<file path="src/rtl/ledovr_pkg.sv">
package ledovr_pkg;

  localparam int unsigned BUS_W = 32;

  typedef enum logic {
    SRC_SOFT   = 1'b0,
    SRC_STATUS = 1'b1
  } led_src_e;

  // Zero-extend a narrow field onto the read bus.
  function automatic logic [BUS_W-1:0] widen(input logic [BUS_W-1:0] v, input int unsigned w);
    logic [BUS_W-1:0] m;
    m = (w >= BUS_W) ? {BUS_W{1'b1}} : ((BUS_W'(1) << w) - BUS_W'(1));
    return v & m;
  endfunction

  // Next value of a stretch counter: reload on input, else count toward zero.
  function automatic int unsigned stretch_next(input logic level, input int unsigned cur,
                                               input int unsigned reload);
    if (level) return reload;
    if (cur != 0) return cur - 1;
    return 0;
  endfunction

endpackage

</file>
<file path="src/rtl/ledovr_stretch.sv">
module ledovr_stretch #(
  parameter int unsigned STRETCH_CYCLES = 1 << 20
) (
  input  logic clk,
  input  logic rst_n,
  input  logic pulse_i,
  output logic stretched_o
);
  import ledovr_pkg::*;

  localparam int unsigned CW = $clog2(STRETCH_CYCLES + 1);
  localparam logic [CW-1:0] RELOAD = CW'(STRETCH_CYCLES);

  logic [CW-1:0] cnt_q;
  logic [CW-1:0] cnt_d;
  logic          hold_active;

  always_comb begin
    cnt_d = CW'(stretch_next(pulse_i, int'(cnt_q), STRETCH_CYCLES));
  end

  always_ff @(posedge clk or negedge rst_n) begin
    if (!rst_n) cnt_q <= '0;
    else        cnt_q <= cnt_d;
  end

  assign hold_active = (cnt_q != '0);
  assign stretched_o = pulse_i | hold_active;

  AST_FALL_KEEPS_ON: assert property (@(posedge clk) disable iff (!rst_n)
    $fell(pulse_i) |-> stretched_o);
  AST_CNT_IN_RANGE: assert property (@(posedge clk) disable iff (!rst_n)
    cnt_q <= RELOAD);
  AST_PULSE_RESTARTS: assert property (@(posedge clk) disable iff (!rst_n)
    pulse_i |=> stretched_o);

endmodule

</file>
<file path="src/rtl/ledovr_regs.sv">
module ledovr_regs #(
  parameter int unsigned    ADDR_W    = 12,
  parameter int unsigned    NUM_LEDS  = 8,
  parameter logic [11:0]    LED_OFFS  = 12'h00C,
  parameter logic [11:0]    CTRL_OFFS = 12'h014
) (
  input  logic                          clk,
  input  logic                          rst_n,
  input  logic                          psel,
  input  logic                          penable,
  input  logic                          pwrite,
  input  logic [ADDR_W-1:0]             paddr,
  input  logic [ledovr_pkg::BUS_W-1:0]  pwdata,
  output logic [ledovr_pkg::BUS_W-1:0]  prdata,
  output logic [NUM_LEDS-1:0]           led_q,
  output ledovr_pkg::led_src_e          src_sel
);
  import ledovr_pkg::*;

  localparam logic [ADDR_W-1:0] LED_A  = ADDR_W'(LED_OFFS);
  localparam logic [ADDR_W-1:0] CTRL_A = ADDR_W'(CTRL_OFFS);

  logic wr_access;
  logic hit_led;
  logic hit_ctrl;
  logic wr_led;
  logic wr_ctrl;

  assign wr_access = psel & penable & pwrite;
  assign hit_led   = (paddr == LED_A);
  assign hit_ctrl  = (paddr == CTRL_A);
  assign wr_led    = wr_access & hit_led;
  assign wr_ctrl   = wr_access & hit_ctrl;

  always_ff @(posedge clk or negedge rst_n) begin
    if (!rst_n) begin
      led_q   <= '0;
      src_sel <= SRC_SOFT;
    end else begin
      if (wr_led)  led_q   <= pwdata[NUM_LEDS-1:0];
      if (wr_ctrl) src_sel <= led_src_e'(pwdata[0]);
    end
  end

  always_comb begin
    prdata = '0;
    if (psel) begin
      if (hit_led)       prdata = widen(BUS_W'(led_q), NUM_LEDS);
      else if (hit_ctrl) prdata = widen(BUS_W'(src_sel), 1);
    end
  end

  AST_LED_HOLD: assert property (@(posedge clk) disable iff (!rst_n)
    !wr_led |=> $stable(led_q));
  AST_LED_TAKES_WRITE: assert property (@(posedge clk) disable iff (!rst_n)
    wr_led |=> led_q == $past(pwdata[NUM_LEDS-1:0]));
  AST_SRC_HOLD: assert property (@(posedge clk) disable iff (!rst_n)
    !wr_ctrl |=> $stable(src_sel));
  AST_RD_UPPER_ZERO: assert property (@(posedge clk) disable iff (!rst_n)
    psel |-> prdata[BUS_W-1:NUM_LEDS] == '0);

endmodule

</file>
<file path="src/rtl/ledovr_top.sv">
module ledovr_top #(
  parameter int unsigned ADDR_W         = 12,
  parameter int unsigned NUM_LEDS       = 8,
  parameter int unsigned STRETCH_CYCLES = 1 << 20,
  parameter logic [11:0] LED_OFFS       = 12'h00C,
  parameter logic [11:0] CTRL_OFFS      = 12'h014
) (
  input  logic                clk,
  input  logic                rst_n,
  input  logic                psel,
  input  logic                penable,
  input  logic                pwrite,
  input  logic [ADDR_W-1:0]   paddr,
  input  logic [31:0]         pwdata,
  output logic [31:0]         prdata,
  output logic                pready,
  input  logic [NUM_LEDS-1:0] status_i,
  output logic [NUM_LEDS-1:0] led_o
);
  import ledovr_pkg::*;

  logic [NUM_LEDS-1:0] led_q;
  logic [NUM_LEDS-1:0] stretched;
  led_src_e            src_sel;

  ledovr_regs #(
    .ADDR_W(ADDR_W), .NUM_LEDS(NUM_LEDS), .LED_OFFS(LED_OFFS), .CTRL_OFFS(CTRL_OFFS)
  ) u_regs (
    .clk(clk), .rst_n(rst_n), .psel(psel), .penable(penable), .pwrite(pwrite),
    .paddr(paddr), .pwdata(pwdata), .prdata(prdata), .led_q(led_q), .src_sel(src_sel)
  );

  for (genvar g = 0; g < NUM_LEDS; g++) begin : g_line
    ledovr_stretch #(.STRETCH_CYCLES(STRETCH_CYCLES)) u_str (
      .clk(clk), .rst_n(rst_n), .pulse_i(status_i[g]), .stretched_o(stretched[g])
    );
  end

  assign pready = 1'b1;
  assign led_o  = (src_sel == SRC_STATUS) ? stretched : led_q;

  AST_READY_HIGH: assert property (@(posedge clk) disable iff (!rst_n)
    psel |-> pready);

endmodule

</file>
<file path="config.mk">
export PLATFORM = sky130hd
export DESIGN_NAME = ledovr_top
export DESIGN_NICKNAME = d
export VERILOG_FILES = /design/src/rtl/ledovr_pkg.sv /design/src/rtl/ledovr_stretch.sv /design/src/rtl/ledovr_regs.sv /design/src/rtl/ledovr_top.sv
export SDC_FILE = /design/constraint.sdc
export NUM_CORES = 1
export LEC_CHECK = 0
export CELL_PAD_IN_SITES_DETAIL_PLACEMENT = 1
export CELL_PAD_IN_SITES_GLOBAL_PLACEMENT = 2
export CORE_ASPECT_RATIO = 0.75
export CORE_MARGIN = 5
export CORE_UTILIZATION = 38
export CTS_BUF_LIST = sky130_fd_sc_hd__clkbuf_4
export DETAILED_ROUTE_END_ITERATION = 16
export DONT_BUFFER_PORTS = 1
export GPL_ROUTABILITY_DRIVEN = 1
export PLACE_DENSITY_LB_ADDON = 0.1
export SETUP_SLACK_MARGIN = 0.02
export SYNTH_ARGS = -nofsm -noshare
export SYNTH_HDL_FRONTEND = slang
export SYNTH_SLANG_ARGS = --single-unit
</file>
<file path="constraint.sdc">
create_clock -name clk -period 2.65 [get_ports clk]
set_clock_uncertainty 0.2 [all_clocks]
set_input_delay 0.3975 -clock clk [delete_from_list [all_inputs] [get_ports clk]]
set_output_delay 0.3975 -clock clk [all_outputs]
set_load 0.01 [all_outputs]
</file>
==> results.yml <==
sta:
  fin_crit_ns: 3.050
  fmax_mhz: 327.9
  timing.setup.tns_ns: -1.351
  setup_slack_ns: -0.3997
  period_share: 1.151
  hold_viol: 177
  whs_ns: -0.7093
  setup_viol: 6
  final_max_slew_viol_count: 0
  rsz0062_at_grt: "yes"
clock_network:
  max-clock-path-buffers: 2
  cts_tree: "yes"
  ctsRootBufferMaster: "clkbuf_4"
  path_clk_slew_ns: 0.16
  insertion_delay_ns: 0.57
  clock-sinks: 177
  cts_buffers: 17
  cts_hold_buf: 18
  htreeDepth: 4
drt:
  wl_per_cell_um: 17.79
  dr.pass1.iters: 4
  vias_per_cell: 5.498
  ant_nets: 0
  first_iter_violations: 364
  vias: 7499
  wirelength_um: 24270
  remaining_drc_errors: 0
worst_setup_path:
  critPathMaxFanout: 5
  cp-start-kind: "register"
  crit_required_ns: 2.05
  worstPathCellList: "or4_4 > or3_4 > nor4_4 > buf_4 > a21oi_4"
  worst_path_largest_cell_delay_ns: 0.56
  cpLargestDelayFamily: "simple AND/OR/NAND/NOR gates"
  worstPathArrival_ns: 2.45
  worst_setup_path_end_kind: "output pin"
  cp_num_buf_inv: 1
  cp_slowest_cell: "or4_4"
  worstSetupPathType: "register to output pin"
global_routing:
  grt_max_degree: 178
  grt_pass1_vias: 8165
  antenna_found_initial: 2
  grt_overflow_total: 0
  gr-usage-all-layers: 0.1817
  grt_pass1_wl_um: 40760
synth:
  ys_types: 52
  synth_cells: 955
  netlist.area_leader.share: 0.4861
  yosys_warnings: 0
  synthArstFlopShare: 1.000
  syn_avg_cell_area_um2: 9.542
  yosysSeqAreaShare: 0.4861
  synth.largest_area_cell: "dfrtp_1"
  synthTopCellsByArea: "dfrtp_1, nor2_1, xor2_1"
  synth-edff-count: 0
  synth_area_um2: 9112
  ys_seq_elements: 177
  synthFlopType: "dfrtp_1"
finish:
  instances_no_fill: 1364
  fillers: 2711
  finalInstanceArea_um2: 10760
  regArea_um2: 4438
  nets: 1117
  area_growth_pct: 18.06
  utilization: 0.4522
  layout-drive-gt1-share: 0.1949
  multiInputGateArea_um2: 4740
power:
  ir_worst_vdd_uv: 458.7
  power_density_nw_per_um2: 1256
  power_w: 0.01351
  p_leak_nw: 4.644
floorplanning:
  start_util: 0.3831
  fp-row-count: 49
  die_x_um: 188.8
  ios: 98
  die_area_um2: 27210
  coreArea_um2: 23790
  die_y_um: 144.1
run_status:
  violations: "hold timing, setup timing"
  outcome: "finished with violations"
placed_design:
  io_buffers: 0
  hpwl_um: 16240
  dpl_cell_area_um2: 9716
  gp_congestion: 0.7467
  numPlacedInstances: 1282
job:
  drv_cap: 0
worst_hold_path:
  hp-class: "primary input to async pin"
==> cells in the final DEF, fill, tap and decap left out, types with 4 or more instances in the layout <==
| master | count |
|---|---|
| a21oi_1 | 71 |
| and2_1 | 7 |
| buf_4 | 79 |
| clkbuf_4 | 18 |
| conb_1 | 25 |
| dfrtp_1 | 170 |
| dfrtp_2 | 7 |
| dlygate4sd3_1 | 18 |
| ha_1 | 13 |
| inv_1 | 22 |
| inv_2 | 4 |
| mux2_2 | 9 |
| mux2i_1 | 5 |
| nand2_1 | 42 |
| nand2b_1 | 4 |
| nand3_1 | 22 |
| nand3b_1 | 8 |
| nand4_1 | 22 |
| nand4b_1 | 6 |
| nor2_1 | 146 |
| nor2b_1 | 4 |
| nor3_1 | 22 |
| nor4_1 | 13 |
| nor4_2 | 7 |
| nor4_4 | 4 |
| nor4b_1 | 7 |
| o21ai_0 | 31 |
| o31ai_1 | 35 |
| o41ai_1 | 7 |
| or2_2 | 11 |
| or3_1 | 33 |
| or3_4 | 7 |
| or4_1 | 26 |
| or4_4 | 11 |
| or4b_2 | 5 |
| xnor2_1 | 24 |
| xor2_1 | 46 |
==> metal layers <==
layer  vias up  routed length, µm  track usage
li1       3571                  -            -
met1      3843              11160       0.2304
met2        64              12330       0.3288
met3        21                452      0.02775
met4         0                327      0.04753
met5         -                  0            0
==> power by group <==
group	switching (W)	internal, W
combinational	0.00390	0.00324
sequential	0.00111	0.00369
clock	0.000995	0.000567
==> flip-flops by register name, indices dropped and copies added, names as in the netlist <==
name                count
g_line.u_str.cnt_q    168
u_regs.led_q            8
u_regs.src_sel          1
==> through the flow <==
step / setup slack (ns) / hold WS [ns]
CTS: -0.4788 / -0.7645
finish: -0.3997 / -0.7093
global route: -0.5461 / -0.7711
detailed placement: -0.1170 / -0.09346
global placement: -0.09264 / -0.09334
floorplan: 0.1115 / -0.09809
==> timing repair <==
item / in CTS / in global routing
setup endpoints to repair: 13 / 14
setup buffers: 17 / 14
endpoints found under the hold margin: 277 / 177
pin swaps: 8 / 11
gates resized for setup: 47 / 30
==> area by class of cell <==
cell class / count / area share
well taps: 306 / 0.03559
repair buffers: 100 / 0.07665
flip-flops and latches: 177 / 0.4125
diodes: 1 / 0.0002326
multi-input cells: 722 / 0.4406
clock inverters: 14 / 0.01279
clock buffers: 18 / 0.01256
inverters: 26 / 0.009072
==> kinds of logic (layout without fill, tap and decap cells) <==
family,count (synthesis),count (layout),share of synthesized area
flip-flops,177,177,0.4861
AO/OA/AOI/OAI,172,172,0.1141
XOR/XNOR,70,70,0.06728
other,2,26,0.0008241
AND/OR/NAND/NOR,425,425,0.2499
adder cells (fa/ha/maj),16,16,0.02197
multiplexers,14,14,0.01661
buffers and inverters,79,158,0.04325
==> final timing paths <==
path | startpoint | end | slack (ns) | cells after the start
min in group clk | penable | u_regs.led_q[7]$_DFFE_PN0P_ | 0.13 | 2
worst min register to register | g_line[5].u_str.cnt_q[0]$_DFF_PN0_ | g_line[5].u_str.cnt_q[0]$_DFF_PN0_ | 0.30 | 1
max in group asynchronous | rst_n | g_line[4].u_str.cnt_q[11]$_DFF_PN0_ | 2.67 | 0
worst max-delay path | g_line[5].u_str.cnt_q[16]$_DFF_PN0_ | led_o[5] | -0.40 | 5
worst max register to register | g_line[2].u_str.cnt_q[0]$_DFF_PN0_ | g_line[2].u_str.cnt_q[20]$_DFF_PN0_ | 0.15 | 5
worst min-delay path | rst_n | g_line[3].u_str.cnt_q[18]$_DFF_PN0_ | -0.71 | 0
==> synthesized netlist by cell type (2+ instances only) <==
library cell  number
nand4_1           22
conb_1             2
xor2_1            46
buf_4             25
or4b_2             7
o311ai_0           3
nand3_1           22
nand4b_1           6
or4_1             37
nand2b_1           4
nand3b_1           8
or2_2             12
and3_1             2
mux2i_1            5
xnor2_1           24
o41ai_1            8
clkbuf_1          24
o21ai_0           32
nor4_1            21
o31ai_1           39
a21oi_1           76
nor2_1           146
inv_1             26
or3_1             40
nor4b_1            8
and2_1             7
ha_1              16
mux2_2             9
nor3_1            28
nor4_2             3
buf_2              3
a31oi_1            3
nor2b_1            5
dfrtp_1          177
nand2_1           42
(Power assumes the default switching activity.)
